===== config.mk =====
export PLATFORM = sky130hd
export DESIGN_NAME = jackpot_game
export DESIGN_NICKNAME = d
export VERILOG_FILES = /design/src/rtl/jackpot_pkg.sv /design/src/rtl/jp_tick_gen.sv /design/src/rtl/jp_sw_edge.sv /design/src/rtl/jp_ring.sv /design/src/rtl/jp_judge.sv /design/src/rtl/jackpot_game.sv
export SDC_FILE = /design/constraint.sdc
export NUM_CORES = 1
export LEC_CHECK = 0
export ABC_AREA = 1
export BUFFER_PORTS_ARGS = -buffer_cell sky130_fd_sc_hd__buf_4
export CAP_MARGIN = 30
export CORE_MARGIN = 2
export CORE_UTILIZATION = 42
export CTS_CLUSTER_SIZE = 24
export DETAILED_ROUTE_END_ITERATION = 10
export GPL_ROUTABILITY_DRIVEN = 0
export PLACE_DENSITY_LB_ADDON = 0.25
export REMOVE_ABC_BUFFERS = 1
export SYNTH_ARGS = -nofsm -noshare
export SYNTH_HDL_FRONTEND = slang
export SYNTH_SLANG_ARGS = --single-unit

===== constraint.sdc =====
create_clock -name clk -period 3.41 [get_ports clk]
set_input_delay 0 -clock clk [delete_from_list [all_inputs] [get_ports clk]]
set_output_delay 0 -clock clk [all_outputs]
set_load 0.005 [all_outputs]

===== src/rtl/jackpot_pkg.sv =====
package jackpot_pkg;

    localparam int LAMP_COUNT = 4;

    typedef logic [LAMP_COUNT-1:0] lamp_vec_t;

    typedef enum logic {
        GM_PLAY = 1'b0,
        GM_WIN  = 1'b1
    } game_mode_e;

    typedef struct packed {
        game_mode_e mode;
        lamp_vec_t  lit;
    } game_view_t;

    localparam lamp_vec_t LAMP_HOME = lamp_vec_t'(1);
    localparam lamp_vec_t LAMP_ALL  = '1;

    function automatic lamp_vec_t rotate_up(input lamp_vec_t v);
        return {v[LAMP_COUNT-2:0], v[LAMP_COUNT-1]};
    endfunction

    function automatic lamp_vec_t view_to_lamps(input game_view_t g);
        return (g.mode == GM_WIN) ? LAMP_ALL : g.lit;
    endfunction

endpackage


===== src/rtl/jp_tick_gen.sv =====
module jp_tick_gen #(
    parameter int TICK_CYCLES = 10_000_000
) (
    input  logic clk,
    input  logic rst,
    output logic tick
);
    localparam int CNT_W = (TICK_CYCLES > 1) ? $clog2(TICK_CYCLES) : 1;
    localparam logic [CNT_W-1:0] LAST = CNT_W'(TICK_CYCLES - 1);

    logic [CNT_W-1:0] cnt_q;

    assign tick = (cnt_q == LAST);

    always_ff @(posedge clk) begin
        if (rst)       cnt_q <= '0;
        else if (tick) cnt_q <= '0;
        else           cnt_q <= cnt_q + 1'b1;
    end
endmodule


===== src/rtl/jp_sw_edge.sv =====
module jp_sw_edge #(
    parameter int WIDTH  = 4,
    parameter int STAGES = 2
) (
    input  logic             clk,
    input  logic [WIDTH-1:0] sw_async,
    output logic [WIDTH-1:0] rise
);
    logic [WIDTH-1:0] pipe_q [STAGES];
    logic [WIDTH-1:0] last_q;

    always_ff @(posedge clk) pipe_q[0] <= sw_async;

    for (genvar s = 1; s < STAGES; s++) begin : g_stage
        always_ff @(posedge clk) pipe_q[s] <= pipe_q[s-1];
    end

    always_ff @(posedge clk) last_q <= pipe_q[STAGES-1];

    assign rise = pipe_q[STAGES-1] & ~last_q;
endmodule


===== src/rtl/jp_ring.sv =====
module jp_ring
    import jackpot_pkg::*;
(
    input  logic      clk,
    input  logic      rst,
    input  logic      step,
    output lamp_vec_t lit
);
    always_ff @(posedge clk) begin
        if (rst)       lit <= LAMP_HOME;
        else if (step) lit <= rotate_up(lit);
    end
endmodule


===== src/rtl/jp_judge.sv =====
module jp_judge
    import jackpot_pkg::*;
(
    input  logic       clk,
    input  logic       rst,
    input  lamp_vec_t  rise,
    input  lamp_vec_t  lit,
    output game_mode_e mode
);
    logic hit;
    assign hit = |(rise & lit);

    always_ff @(posedge clk) begin
        if (rst)                        mode <= GM_PLAY;
        else if (mode == GM_PLAY && hit) mode <= GM_WIN;
    end
endmodule


===== src/rtl/jackpot_game.sv =====
module jackpot_game
    import jackpot_pkg::*;
#(
    parameter int TICK_CYCLES = 10_000_000,
    parameter int SYNC_STAGES = 2
) (
    input  logic                  clk,
    input  logic                  rst,
    input  logic [LAMP_COUNT-1:0] sw_in,
    output logic [LAMP_COUNT-1:0] led_out,
    output logic                  win
);
    logic       tick;
    lamp_vec_t  sw_rise;
    lamp_vec_t  ring_lit;
    game_mode_e mode;
    game_view_t view;

    jp_tick_gen #(.TICK_CYCLES(TICK_CYCLES)) u_tick (
        .clk (clk),
        .rst (rst),
        .tick(tick)
    );

    jp_sw_edge #(.WIDTH(LAMP_COUNT), .STAGES(SYNC_STAGES)) u_edge (
        .clk     (clk),
        .sw_async(sw_in),
        .rise    (sw_rise)
    );

    jp_ring u_ring (
        .clk (clk),
        .rst (rst),
        .step(tick && (mode == GM_PLAY)),
        .lit (ring_lit)
    );

    jp_judge u_judge (
        .clk (clk),
        .rst (rst),
        .rise(sw_rise),
        .lit (ring_lit),
        .mode(mode)
    );

    assign view    = '{mode: mode, lit: ring_lit};
    assign led_out = view_to_lamps(view);
    assign win     = (mode == GM_WIN);
endmodule


==> results.md, run 1 <==
- Status: complete, no violations
- Reg2Reg Depth: 6
- Max-cap viol count: 0
- Hold path cells: 0
- Ys Warns: 0
- Setup Skew: 6.751 ps
- Clock power frac: 0.428
- Net Sw Frac: 0.2141
- Worst-margin pin slew: 259.3 ps
- Total grt overflow: 0
- Vias in the first global route: between 1500 and 2000
- Post-cts repair resize count: 0
- Syn avg cell area: around 7 µm²
- CTS tree: built
- Drt wl/cell: 11.31 µm
- P_int: 0.7251 mW
- Pre-CTS setup slack: between 1500 and 2000 ps
- Final period util: 0.4797
- Sequential-to-total area share from yosys stat: 0.4350
- Ys flop type: dfxtp_1
- Router iterations before antenna repair: 4
- Share of async-settable or async-resettable flops after synthesis: 0
- HPWL after DPL: 2.972 mm
- Ant diodes: 0
- Slew HR: 0.8270
- Yosys cell types: 23
- Mapped Cells: 275
- Setup CP Type: reg2reg
- DR DRC count: 0
- Max Clk Rate: approximately 600 MHz
- Tmin final: 1636 ps
- Top cell type's share of synthesized area: 0.4350
- Area growth syn-to-layout: 14.99%
- Final WS setup: 1774 ps
- Slew Viols, Final: 0
- Top post-synthesis cells by area: dfxtp_1 (44%), nand2_1 (16%), nor2_1 (12%)
- Port Buf Inserts: 10
- Die area: roughly 5000 µm²
- Final hold vios: 0
- Total I/O pin count: 11
- Core Box Area: 4354 µm²
- Routed vias/inst: a little under 5
- Vias: 1689
- Vert. Die Dim: 71.03 µm
- Die width: 71.03 µm
- Fillers: between 400 and 500
- Worst-path clk slew: about 80 ps
- DR iter-0 viols: 88
- Number of synthesized flops with an enable pin: 0
- GRT Total Usage: 0.1739
- Synth cell count leaders: nand2_1 (81), nor2_1 (61), dfxtp_1 (41), inv_1 (22), a21oi_1 (15)
- HP Class: reg2reg
- Min-delay src: u_edge.pipe_q[0][1]$_DFF_P_
- Maximum root-to-sink buffer count: 2
- Switching Power: 0.1975 mW
- Count leader, synth: nand2_1
- Critical path required time: about 3600 ps
- CP arrival: 1810 ps
- Max FO, Critical Path: 24
- Comb power frac: 0.034
- CTS sink count: 41
- RR Endpoint: u_tick.cnt_q[19]$_SDFF_PP0_
- Clock latency on the worst-skew pair: 290 ps
- R2R Path Start: u_tick.cnt_q[0]$_SDFF_PP0_
- Max VDD drop: 0.0002120 V
- WL final: 3.935 mm
- Power Density: roughly 430 nW/µm²
- Reg-to-reg setup timing slack: 1770 ps
- CTS root buf: clkbuf_8
- Setup crit end kind: register
- Area leader, netlist: dfxtp_1
- CTS H-tree depth: 2
- Final ANT Viol Nets: 0
- Fin Setup TNS: 0 ps
- Layout Utilization: 0.4983
- Initial Utilization: 0.4333
- Mapped cell area: 1887 µm²
- Total CTS buffers: 5
- CP Launch Type: register
- Wire length of the first global-routing pass: between 7 and 8 mm
- Setup violations, final: 0
- Area of the multi-input gates: 949.7 µm²
- Largest net degree at the start of global routing: 25
- Endpoint, Worst Hold: u_edge.pipe_q[0][5]$_DFF_P_
- Antenna violations before repair: 0
- Seq cells post-synth: 41
- Layout Nets: 302
- Reg area: between 800 and 900 µm²
- Sequential Power Share: 0.539
- Layout cell share with drive strength beyond 1: 0.1115
- RSZ-0062 raised after global routing: no
- Rows: 24
- LEAKAGE: 0.7470 nW
- Pwr Total: 0.9226 mW
-- layout make-up --
| cell class | count | share of cell area |
|---|---|---|
| multi-input cells | 207 | 0.4377 |
| flip-flops and latches | 41 | 0.3783 |
| repair buffers | 15 | 0.05767 |
| inverters | 25 | 0.04325 |
| clock buffers | 5 | 0.03172 |
| well taps | 52 | 0.02999 |
| clock inverters | 3 | 0.02134 |
-- timing repair --
action | CTS | global route
hold endpoints to repair | 5 | 0
setup buffers | 0 | 0
hold buffers | 5 | 0
-- kinds of logic after synthesis --
| kind of cell | share of synthesized area |
|---|---|
| buffers and inverters | 0.06167 |
| AND/OR/NAND/NOR | 0.4105 |
| adder cells (fa/ha/maj) | 0.006630 |
| AO/OA/AOI/OAI | 0.05372 |
| XOR/XNOR | 0.03249 |
| flip-flops | 0.4350 |
-- flip-flops by register name, summed over array words and instances, names as in the netlist --
| name | count |
|---|---|
| u_judge.mode | 1 |
| u_edge.pipe_q | 8 |
| u_edge.last_q | 4 |
| u_ring.lit | 4 |
| u_tick.cnt_q | 24 |
-- through the flow --
stage | hold slack, ps | area, µm² | cells
global placement | 105.0 | 2004 | 335
floorplan | 27.72 | 1864 | 273
CTS | 327.2 | 2170 | 348
finish | 332.2 | 2170 | 348
global route | 332.6 | 2170 | 348
detailed placement | 105.6 | 2004 | 335
-- how the worst max path moves through the flow --
| stage | slack, ps | startpoint | to | cells past startpoint |
|---|---|---|---|---|
| 6_report | 1770 | u_tick.cnt_q[0]$_SDFF_PP0_ | u_tick.cnt_q[19]$_SDFF_PP0_ | 6 |
| 5_1_grt | 1620 | u_tick.cnt_q[0]$_SDFF_PP0_ | u_tick.cnt_q[14]$_SDFF_PP0_ | 6 |
| 4_1_cts | 1740 | u_tick.cnt_q[0]$_SDFF_PP0_ | u_tick.cnt_q[19]$_SDFF_PP0_ | 6 |
| 3_5_place_dp | 1760 | u_tick.cnt_q[0]$_SDFF_PP0_ | u_tick.cnt_q[19]$_SDFF_PP0_ | 6 |
| 3_3_place_gp | 1800 | u_tick.cnt_q[0]$_SDFF_PP0_ | u_tick.cnt_q[12]$_SDFF_PP0_ | 6 |
| 2_1_floorplan | 2000 | u_tick.cnt_q[0]$_SDFF_PP0_ | u_tick.cnt_q[13]$_SDFF_PP0_ | 6 |
-- placed cells by master, fill, tap and decap left out, types with 2 or more instances in the layout --
cell	netlist	routed
nand4_1	4	4
inv_2	2	2
xnor2_1	3	3
nor2_1	61	61
nand3_1	13	13
xor2_1	4	4
dfxtp_1	41	41
nand3_2	3	3
clkbuf_8	0	5
buf_4	0	10
inv_1	22	22
a21oi_1	15	15
dlygate4sd3_1	0	5
nand2_1	81	81
nand3b_1	5	5
nor2_2	6	6
or2_2	2	2
o21ai_0	4	4
-- worst max-delay path, stage by stage, from the launching register on --
cell	delay [ps]
dfxtp_1	410
ha_1	290
nand3_2	190
nor2_1	180
nand3_2	130
nand2_4	230
a21oi_1	80
-- layer usage --
layer  part of all wire  global-route usage  routed length, µm
met5                  0                   0                  0
met4              0.011             0.04612                 44
met3              0.052             0.05128                205
met2               0.45              0.2762               1769
met1               0.49              0.2323               1914
-- power groups by stage --
stage	registers (mW)	clock network [mW]	logic (mW)
3_3_place_gp	0.508	0	0.0268
4_1_cts	0.497	0.399	0.0314
5_1_grt	0.499	0.419	0.0348
3_5_place_dp	0.508	0	0.0268
6_report	0.497	0.395	0.0310
2_1_floorplan	0.507	0	0.0144
(Power assumes the default switching activity.)
==> run 2: changes to the inputs <==
--- a/config.mk
+++ b/config.mk
@@ -5,7 +5,7 @@
 export SDC_FILE = /design/constraint.sdc
 export NUM_CORES = 1
 export LEC_CHECK = 0
-export ABC_AREA = 1
+export ABC_AREA = 0
 export BUFFER_PORTS_ARGS = -buffer_cell sky130_fd_sc_hd__buf_4
 export CAP_MARGIN = 30
 export CORE_MARGIN = 2
==> constraint.sdc (replaced) <==
create_clock -name clk -period 1.64 [get_ports clk]
set_input_delay 0 -clock clk [delete_from_list [all_inputs] [get_ports clk]]
set_output_delay 0 -clock clk [all_outputs]
set_load 0.005 [all_outputs]
==> run 2 against run 1 <==
  * The run now ends with negative setup slack left
  * Power increased by 110%
  * Clock power is 110% higher
  * Worst hold slack got worse by 2.1 ps
  * First-iteration DRC count down 6.8%
  * Setup slack got worse by 1800 ps
  * Critical path depth fell by 2
  * Flip-flop and latch count is the same
  * Via count decreased by 10%
  * Register-to-register slack worse by 1800 ps
  * Global-route usage increased by 2.7 points
==> results.md, run 2 <==
- Worst-path clk slew: 80 ps (about the same)
- Layout cell share with drive strength beyond 1: 0.3636 (was 0.1115)
- Worst Setup SP: u_tick.cnt_q[21]$_SDFF_PP0_ (was u_tick.cnt_q[0]$_SDFF_PP0_)
- Area growth syn-to-layout: 36.51% (was 14.99%)
- CP Launch Type: register (unchanged)
- Clock latency on the worst-skew pair: 300 ps (was 290 ps)
- CTS tree: built (unchanged)
- Die area: 4460 µm² (was 5045 µm²)
- RSZ-0062 raised after global routing: yes (was no)
- Rows: 22 (was 24)
- Max FFs per register: 24 (unchanged)
- Max FO, Critical Path: 5 (was 24)
- Min-delay src: sw_in[3] (was u_edge.pipe_q[0][1]$_DFF_P_)
- Drt wl/cell: 14.46 µm (was 11.31 µm)
- CTS H-tree depth: 2 (unchanged)
- Vias in the first global route: 1487 (was 1577)
- Port Buf Inserts: 10 (unchanged)
- Slew Viols, Final: 0 (unchanged)
- Yosys cell types: 35 (was 23)
- Layout Nets: 237 (was 302)
- Regs by FF count: u_tick.cnt_q (24), u_edge.pipe_q (8) (unchanged)
- Final ANT Viol Nets: 0 (unchanged)
- DR DRC count: 0 (unchanged)
- Power Density: 857.5 nW/µm² (was 425.2 nW/µm²)
- CTS root buf: clkbuf_8 (unchanged)
- Slew HR: 0.6196 (was 0.8270)
- Ant diodes: 0 (unchanged)
- WHS: 330.1 ps (was 332.2 ps)
- Net Sw Frac: 0.2127 (was 0.2141)
- HP Class: in2reg (was reg2reg)
- Setup Skew: 5.077 ps (was 6.751 ps)
- Area of the multi-input gates: 857.1 µm² (was 949.7 µm²)
- Tmin final: 1656 ps (was 1636 ps)
- Switching Power: 0.4122 mW (was 0.1975 mW)
- Clock power frac: 0.423 (was 0.428)
- LEAKAGE: 0.8568 nW (was 0.7470 nW)
- GRT Total Usage: 0.2008 (was 0.1739)
- Max Clk Rate: 603.8 MHz (was 611.3 MHz)
- DP Area: 1992 µm² (was 2004 µm²)
- Total grt overflow: 0 (unchanged)
- Biggest register: u_tick.cnt_q (unchanged)
- Count leader, synth: dfxtp_1 (was nand2_1)
- Slowest stage delay, CP: 550 ps (was 410 ps)
- Core Box Area: 3716 µm² (was 4354 µm²)
- HPWL after DPL: 2.811 mm (was 2.972 mm)
- Setup crit end kind: register (unchanged)
- Max-cap viol count: 0 (unchanged)
- Critical path required time: 1830 ps (was 3580 ps)
- Maximum root-to-sink buffer count: 2 (unchanged)
- Syn avg cell area: 9.196 µm² (was 6.861 µm²)
- Top post-synthesis cells by area: dfxtp_1 (50%), nand3_1 (4.2%), xor2_1 (3.7%) (was dfxtp_1 (44%), nand2_1 (16%), nor2_1 (12%))
- Synth cell count leaders: dfxtp_1 (41), nor2_1 (16), nand3_1 (14), nand2_1 (13), a21oi_1 (11) (was nand2_1 (81), nor2_1 (61), dfxtp_1 (41), inv_1 (22), a21oi_1 (15))
- Ys flop type: dfxtp_1 (unchanged)
- Reg area: 832.0 µm² (was 820.8 µm²)
- Top cell type's share of synthesized area: 0.4958 (was 0.4350)
- Share of async-settable or async-resettable flops after synthesis: 0 (unchanged)
- Setup violations, final: 4 (was 0)
- Die width: 66.78 µm (was 71.03 µm)
- Antenna violations before repair: 0 (unchanged)
- DR iter-0 viols: 82 (was 88)
- Most frequent cells in the layout: buf_4 (44), dfxtp_1 (32), nor2_1 (16) (was nand2_1 (81), nor2_1 (61), dfxtp_1 (41))
- Number of synthesized flops with an enable pin: 0 (unchanged)
- WL final: 4.033 mm (was 3.935 mm)
- Fin Setup TNS: -32.03 ps (was 0 ps)
- Total I/O pin count: 11 (unchanged)
- Fillers: 308 (was 444)
- CP cell instances: nor4_1 -> nand4b_1 -> o21ai_0 -> a21oi_1 (was ha_1 -> nand3_2 -> nor2_1 -> nand3_2 -> nand2_4 -> a21oi_1)
- Router iterations before antenna repair: 4 (unchanged)
- CP arrival: 1850 ps (was 1810 ps)
- Mapped cell area: 1655 µm² (was 1887 µm²)
- Sequential-to-total area share from yosys stat: 0.4958 (was 0.4350)
- Mapped Cells: 180 (was 275)
- P_int: 1.525 mW (was 0.7251 mW)
- Setup CP Type: reg2reg (unchanged)
- Status: complete, but fails checks (was complete, no violations)
- Worst-margin pin slew: 565.4 ps (was 259.3 ps)
- Failing checks: negative setup slack
- Routed vias/inst: 5.437 (was 4.853)
- Final instance area: 2260 µm² (was 2170 µm²)
- Slowest CP cell: nor4_1 (was dfxtp_1)
- Final WS setup: -16.14 ps (was 1774 ps)
- CTS sink count: 41 (unchanged)
- Final period util: 1.010 (was 0.4797)
- Vias: 1517 (was 1689)
- Largest net degree at the start of global routing: 15 (was 25)
- Total CTS buffers: 5 (unchanged)
- Sequential Power Share: 0.533 (was 0.539)
- Initial Utilization: 0.4455 (was 0.4333)
- Seq cells post-synth: 41 (unchanged)
- Most common cell after layout, fill and taps aside: buf_4 (was nand2_1)
- Ys Warns: 0 (unchanged)
- Wire length of the first global-routing pass: 6.658 mm (was 7.051 mm)
- Max VDD drop: 0.0006524 V (was 0.0002120 V)
- Final hold vios: 0 (unchanged)
- R2R Path Start: u_tick.cnt_q[21]$_SDFF_PP0_ (was u_tick.cnt_q[0]$_SDFF_PP0_)
- Vert. Die Dim: 66.78 µm (was 71.03 µm)
- Comb power frac: 0.044 (was 0.034)
- Area leader, netlist: dfxtp_1 (unchanged)
==> run 2: layer usage <==
metal | track usage | up-vias | share of wire
li1 | - | 751 | -
met1 | 0.2413 | 741 | 0.46
met2 | 0.3463 | 20 | 0.50
met3 | 0.06588 | 5 | 0.032
met4 | 0.04592 | 0 | 0.0089
met5 | 0 | - | 0
==> run 2: cells by family (layout without fill, tap and decap cells) <==
family          Yosys count  count (layout)  share of synthesized area
compound gates           30              30                     0.1066
buf+inv                  10              61                    0.02796
simple gates             85              85                     0.2933
xor+xnor                 13              13                    0.06878
flops                    41              41                     0.4958
fa+ha+maj                 1               1                   0.007557
==> run 2: final timing paths <==
path	to	slack [ps]	cells past startpoint
setup / recovery	u_ring.lit[3]$_SDFFE_PP0P_	-20	4
hold / removal	u_edge.pipe_q[0][3]$_DFF_P_	330	2
setup reg to reg	u_ring.lit[3]$_SDFFE_PP0P_	-20	4
hold reg to reg	u_edge.pipe_q[0][4]$_DFF_P_	330	0
==> run 2: area by class of cell <==
type	count	area share
Multi-Input combinational cell	129	0.3793
Clock buffer	5	0.03045
Sequential cell	41	0.3682
Tap cell	48	0.02658
Inverter	4	0.006645
Clock inverter	3	0.02049
Timing Repair Buffer	49	0.1683
==> run 2: worst max-delay path: cells and delay by family, from the launching register on <==
kind	cells	cell delay [ps]
AND/OR/NAND/NOR	2	850
flip-flops	1	360
AO/OA/AOI/OAI	2	340
==> run 2: timing repair <==
item / CTS / global route
buffers inserted: 3 / 0
hold buffers: 5 / 0
hold endpoints to repair: 11 / 0
endpoints found under the setup margin: 26 / 10
resized for setup: 18 / 10
pin swaps: 6 / 4
==> run 2: metrics by stage <==
step	instances	total power, mW	utilization	worst slack (ps)
2_1_floorplan	174	1.080	-	-347.3
3_3_place_gp	263	1.123	0.5360	-70.45
3_5_place_dp	263	1.126	0.5360	-132.2
4_1_cts	279	1.948	0.5987	-24.73
5_1_grt	279	2.004	0.6081	-68.10
6_report	279	1.938	0.6081	-16.14
==> run 2: power groups by stage <==
stage	Clock (mW)	Combinational, mW	Sequential [mW]
after floorplan	0	0.0278	1.05
after global placement	0	0.0706	1.05
after detailed placement	0	0.0722	1.05
after CTS	0.830	0.0841	1.03
after global routing	0.874	0.0944	1.04
final	0.820	0.0843	1.03
==> run 3: changes to the inputs <==
--- a/config.mk
+++ b/config.mk
@@ -14,7 +14,6 @@
 export DETAILED_ROUTE_END_ITERATION = 10
 export GPL_ROUTABILITY_DRIVEN = 0
 export PLACE_DENSITY_LB_ADDON = 0.25
-export REMOVE_ABC_BUFFERS = 1
 export SYNTH_ARGS = -nofsm -noshare
 export SYNTH_HDL_FRONTEND = slang
 export SYNTH_SLANG_ARGS = --single-unit
==> run 3 against run 2 <==
  * The run still ends with negative setup slack left
  * Via count rose by 0.59%
  * Critical path depth did not move
  * Sequential share of layout area fell by 0.35 points
  * Cell area rose by 1.9%
  * Critical path type unchanged
==> results.md, run 3 (synthesized netlist as in run 2, its figures left out) <==
- Max-cap viol count: 0 (unchanged)
- CP Launch Type: register (unchanged)
- Hold path cells: 0 (was 2)
- Met2 Use GR: 0.3175 (was 0.3463)
- Port Buf Inserts: 10 (unchanged)
- Max FO, Critical Path: 6 (was 5)
- WL final: 4.065 mm (was 4.033 mm)
- Status: complete, but fails checks (unchanged)
- DR DRC count: 0 (unchanged)
- HPWL after DPL: 2.730 mm (was 2.811 mm)
- CTS root buf: clkbuf_8 (unchanged)
- DR iter-0 viols: 75 (was 82)
- Max VDD drop: 0.0005098 V (was 0.0006524 V)
- Reg2Reg Depth: 4 (unchanged)
- Most common cell after layout, fill and taps aside: buf_4 (unchanged)
- Critical path required time: 1870 ps (was 1830 ps)
- Setup Skew: 2.316 ps (was 5.077 ps)
- Biggest register: u_tick.cnt_q (unchanged)
- Final period util: 1.016 (was 1.010)
- Power Density: 767.7 nW/µm² (was 857.5 nW/µm²)
- Largest net degree at the start of global routing: 14 (was 15)
- Final hold vios: 0 (unchanged)
- CP cell instances: nand4_1 -> or4_4 -> or3_1 -> a21oi_2 (was nor4_1 -> nand4b_1 -> o21ai_0 -> a21oi_1)
- Total I/O pin count: 11 (unchanged)
- HP Class: reg2reg (was in2reg)
- Vias: 1526 (was 1517)
- Antenna violations before repair: 0 (unchanged)
- Failing checks: negative setup slack (unchanged)
- Syn_nets: between 150 and 200
- Fin Setup TNS: -150.3 ps (was -32.03 ps)
- Setup CP Type: reg2reg (unchanged)
- Final WS setup: -27.05 ps (was -16.14 ps)
- Vias in the first global route: 1449 (was 1487)
- Max FFs per register: 24 (unchanged)
- Setup crit end kind: register (unchanged)
- Ant diodes: 0 (unchanged)
- Slowest CP cell: or4_4 (was nor4_1)
- Die area: 4460 µm² (unchanged)
- Slew Viols, Final: 0 (unchanged)
- Regs by FF count: u_tick.cnt_q (24), u_edge.pipe_q (8) (unchanged)
- Total CTS buffers: 5 (unchanged)
- Initial Utilization: 0.4455 (unchanged)
- CTS H-tree depth: 2 (unchanged)
- Router iterations before antenna repair: 4 (unchanged)
- Vert. Die Dim: 66.78 µm (unchanged)
- Layout Nets: 238 (was 237)
- Total grt overflow: 0 (unchanged)
- Worst-path clk slew: 80 ps (about the same)
- Most frequent cells in the layout: buf_4 (39), dfxtp_1 (30), nand3_1 (14) (was buf_4 (44), dfxtp_1 (32), nor2_1 (16))
- Fillers: 311 (was 308)
- CP arrival: 1900 ps (was 1850 ps)
- Core Box Area: 3716 µm² (unchanged)
- Wire length of the first global-routing pass: 6.444 mm (was 6.658 mm)
- Layout cell share with drive strength beyond 1: 0.3922 (was 0.3636)
- Routed vias/inst: 5.450 (was 5.437)
- Clock latency on the worst-skew pair: 290 ps (was 300 ps)
- GR met3 Demand/Resource: 0.05912 (was 0.06588)
- WHS: 330.3 ps (was 330.1 ps)
- Area growth syn-to-layout: 39.08% (was 36.51%)
- Setup violations, final: 14 (was 4)
- LEAKAGE: 0.8695 nW (was 0.8568 nW)
- Slew HR: 0.6375 (was 0.6196)
- Gr busiest metal: met2 (unchanged)
- GRT Total Usage: 0.1959 (was 0.2008)
- Worst-margin pin slew: 538.8 ps (was 565.4 ps)
- Slowest stage delay, CP: 600 ps (was 550 ps)
- CTS sink count: 41 (unchanged)
- RSZ-0062 raised after global routing: yes (unchanged)
- Die width: 66.78 µm (unchanged)
- Final ANT Viol Nets: 0 (unchanged)
- GR Layer Usage met1: 0.2397 (was 0.2413)
- Drt wl/cell: 14.52 µm (was 14.46 µm)
- Tmin final: 1667 ps (was 1656 ps)
- Maximum root-to-sink buffer count: 2 (unchanged)
- Rows: 22 (unchanged)
- Max Clk Rate: 599.9 MHz (was 603.8 MHz)
- CTS tree: built (unchanged)
==> run 3: metal layers <==
metal	wire, µm	vias up
li1	-	751
met1	1813	745
met2	2049	23
met3	132	7
met4	70	0
met5	0	-
==> run 3: worst paths after layout <==
check | to | from | slack, ps
max reg2reg | u_tick.cnt_q[20]$_SDFF_PP0_ | u_tick.cnt_q[9]$_SDFF_PP0_ | -30
min | u_edge.pipe_q[0][4]$_DFF_P_ | u_edge.pipe_q[0][0]$_DFF_P_ | 330
min reg2reg | u_edge.pipe_q[0][4]$_DFF_P_ | u_edge.pipe_q[0][0]$_DFF_P_ | 330
max | u_tick.cnt_q[20]$_SDFF_PP0_ | u_tick.cnt_q[9]$_SDFF_PP0_ | -30
==> run 3: layout make-up <==
class | count | area (µm²) | area share
tap | 48 | 60.06 | 0.02609
sequential | 41 | 839.6 | 0.3647
clock buffer | 5 | 68.82 | 0.02989
inverter | 4 | 15.01 | 0.006522
multi-input combinational | 129 | 890.9 | 0.3870
clock inverter | 3 | 17.52 | 0.007609
timing repair buffer | 50 | 410.4 | 0.1783
==> run 3: per-stage QoR <==
stage / area, µm² / power [mW] / setup WS, ps / cells / util
3_3_place_gp: 2004 / 1.122 / -50.41 / 262 / 0.5394
6_report: 2302 / 1.767 / -27.05 / 280 / 0.6195
4_1_cts: 2207 / 1.772 / -7.107 / 277 / 0.5939
2_1_floorplan: 1675 / 1.083 / -61.76 / 180 / -
5_1_grt: 2302 / 1.833 / -92.04 / 280 / 0.6195
3_5_place_dp: 2004 / 1.125 / -91.84 / 262 / 0.5394
==> run 3: critical path, delay by kind of cell (launching register included) <==
family / cells / cell delay [ps]
flops: 1 / 330
simple gates: 3 / 1160
compound gates: 1 / 110
==> run 3: repair_timing <==
item | CTS | global route
endpoints found under the hold margin | 11 | 0
pin swaps | 8 | 13
setup endpoints to repair | 26 | 24
buffers inserted | 2 | 2
cloned | 0 | 2
gates resized for setup | 14 | 26
hold buffers | 5 | 0
==> run 3: report_power, final <==
group / switching [mW] / internal [mW] / total, mW
registers: 0.0146 / 1.02 / 1.03
logic: 0.0405 / 0.0574 / 0.0979
clock network: 0.345 / 0.294 / 0.639
total: 0.400 / 1.37 / 1.77
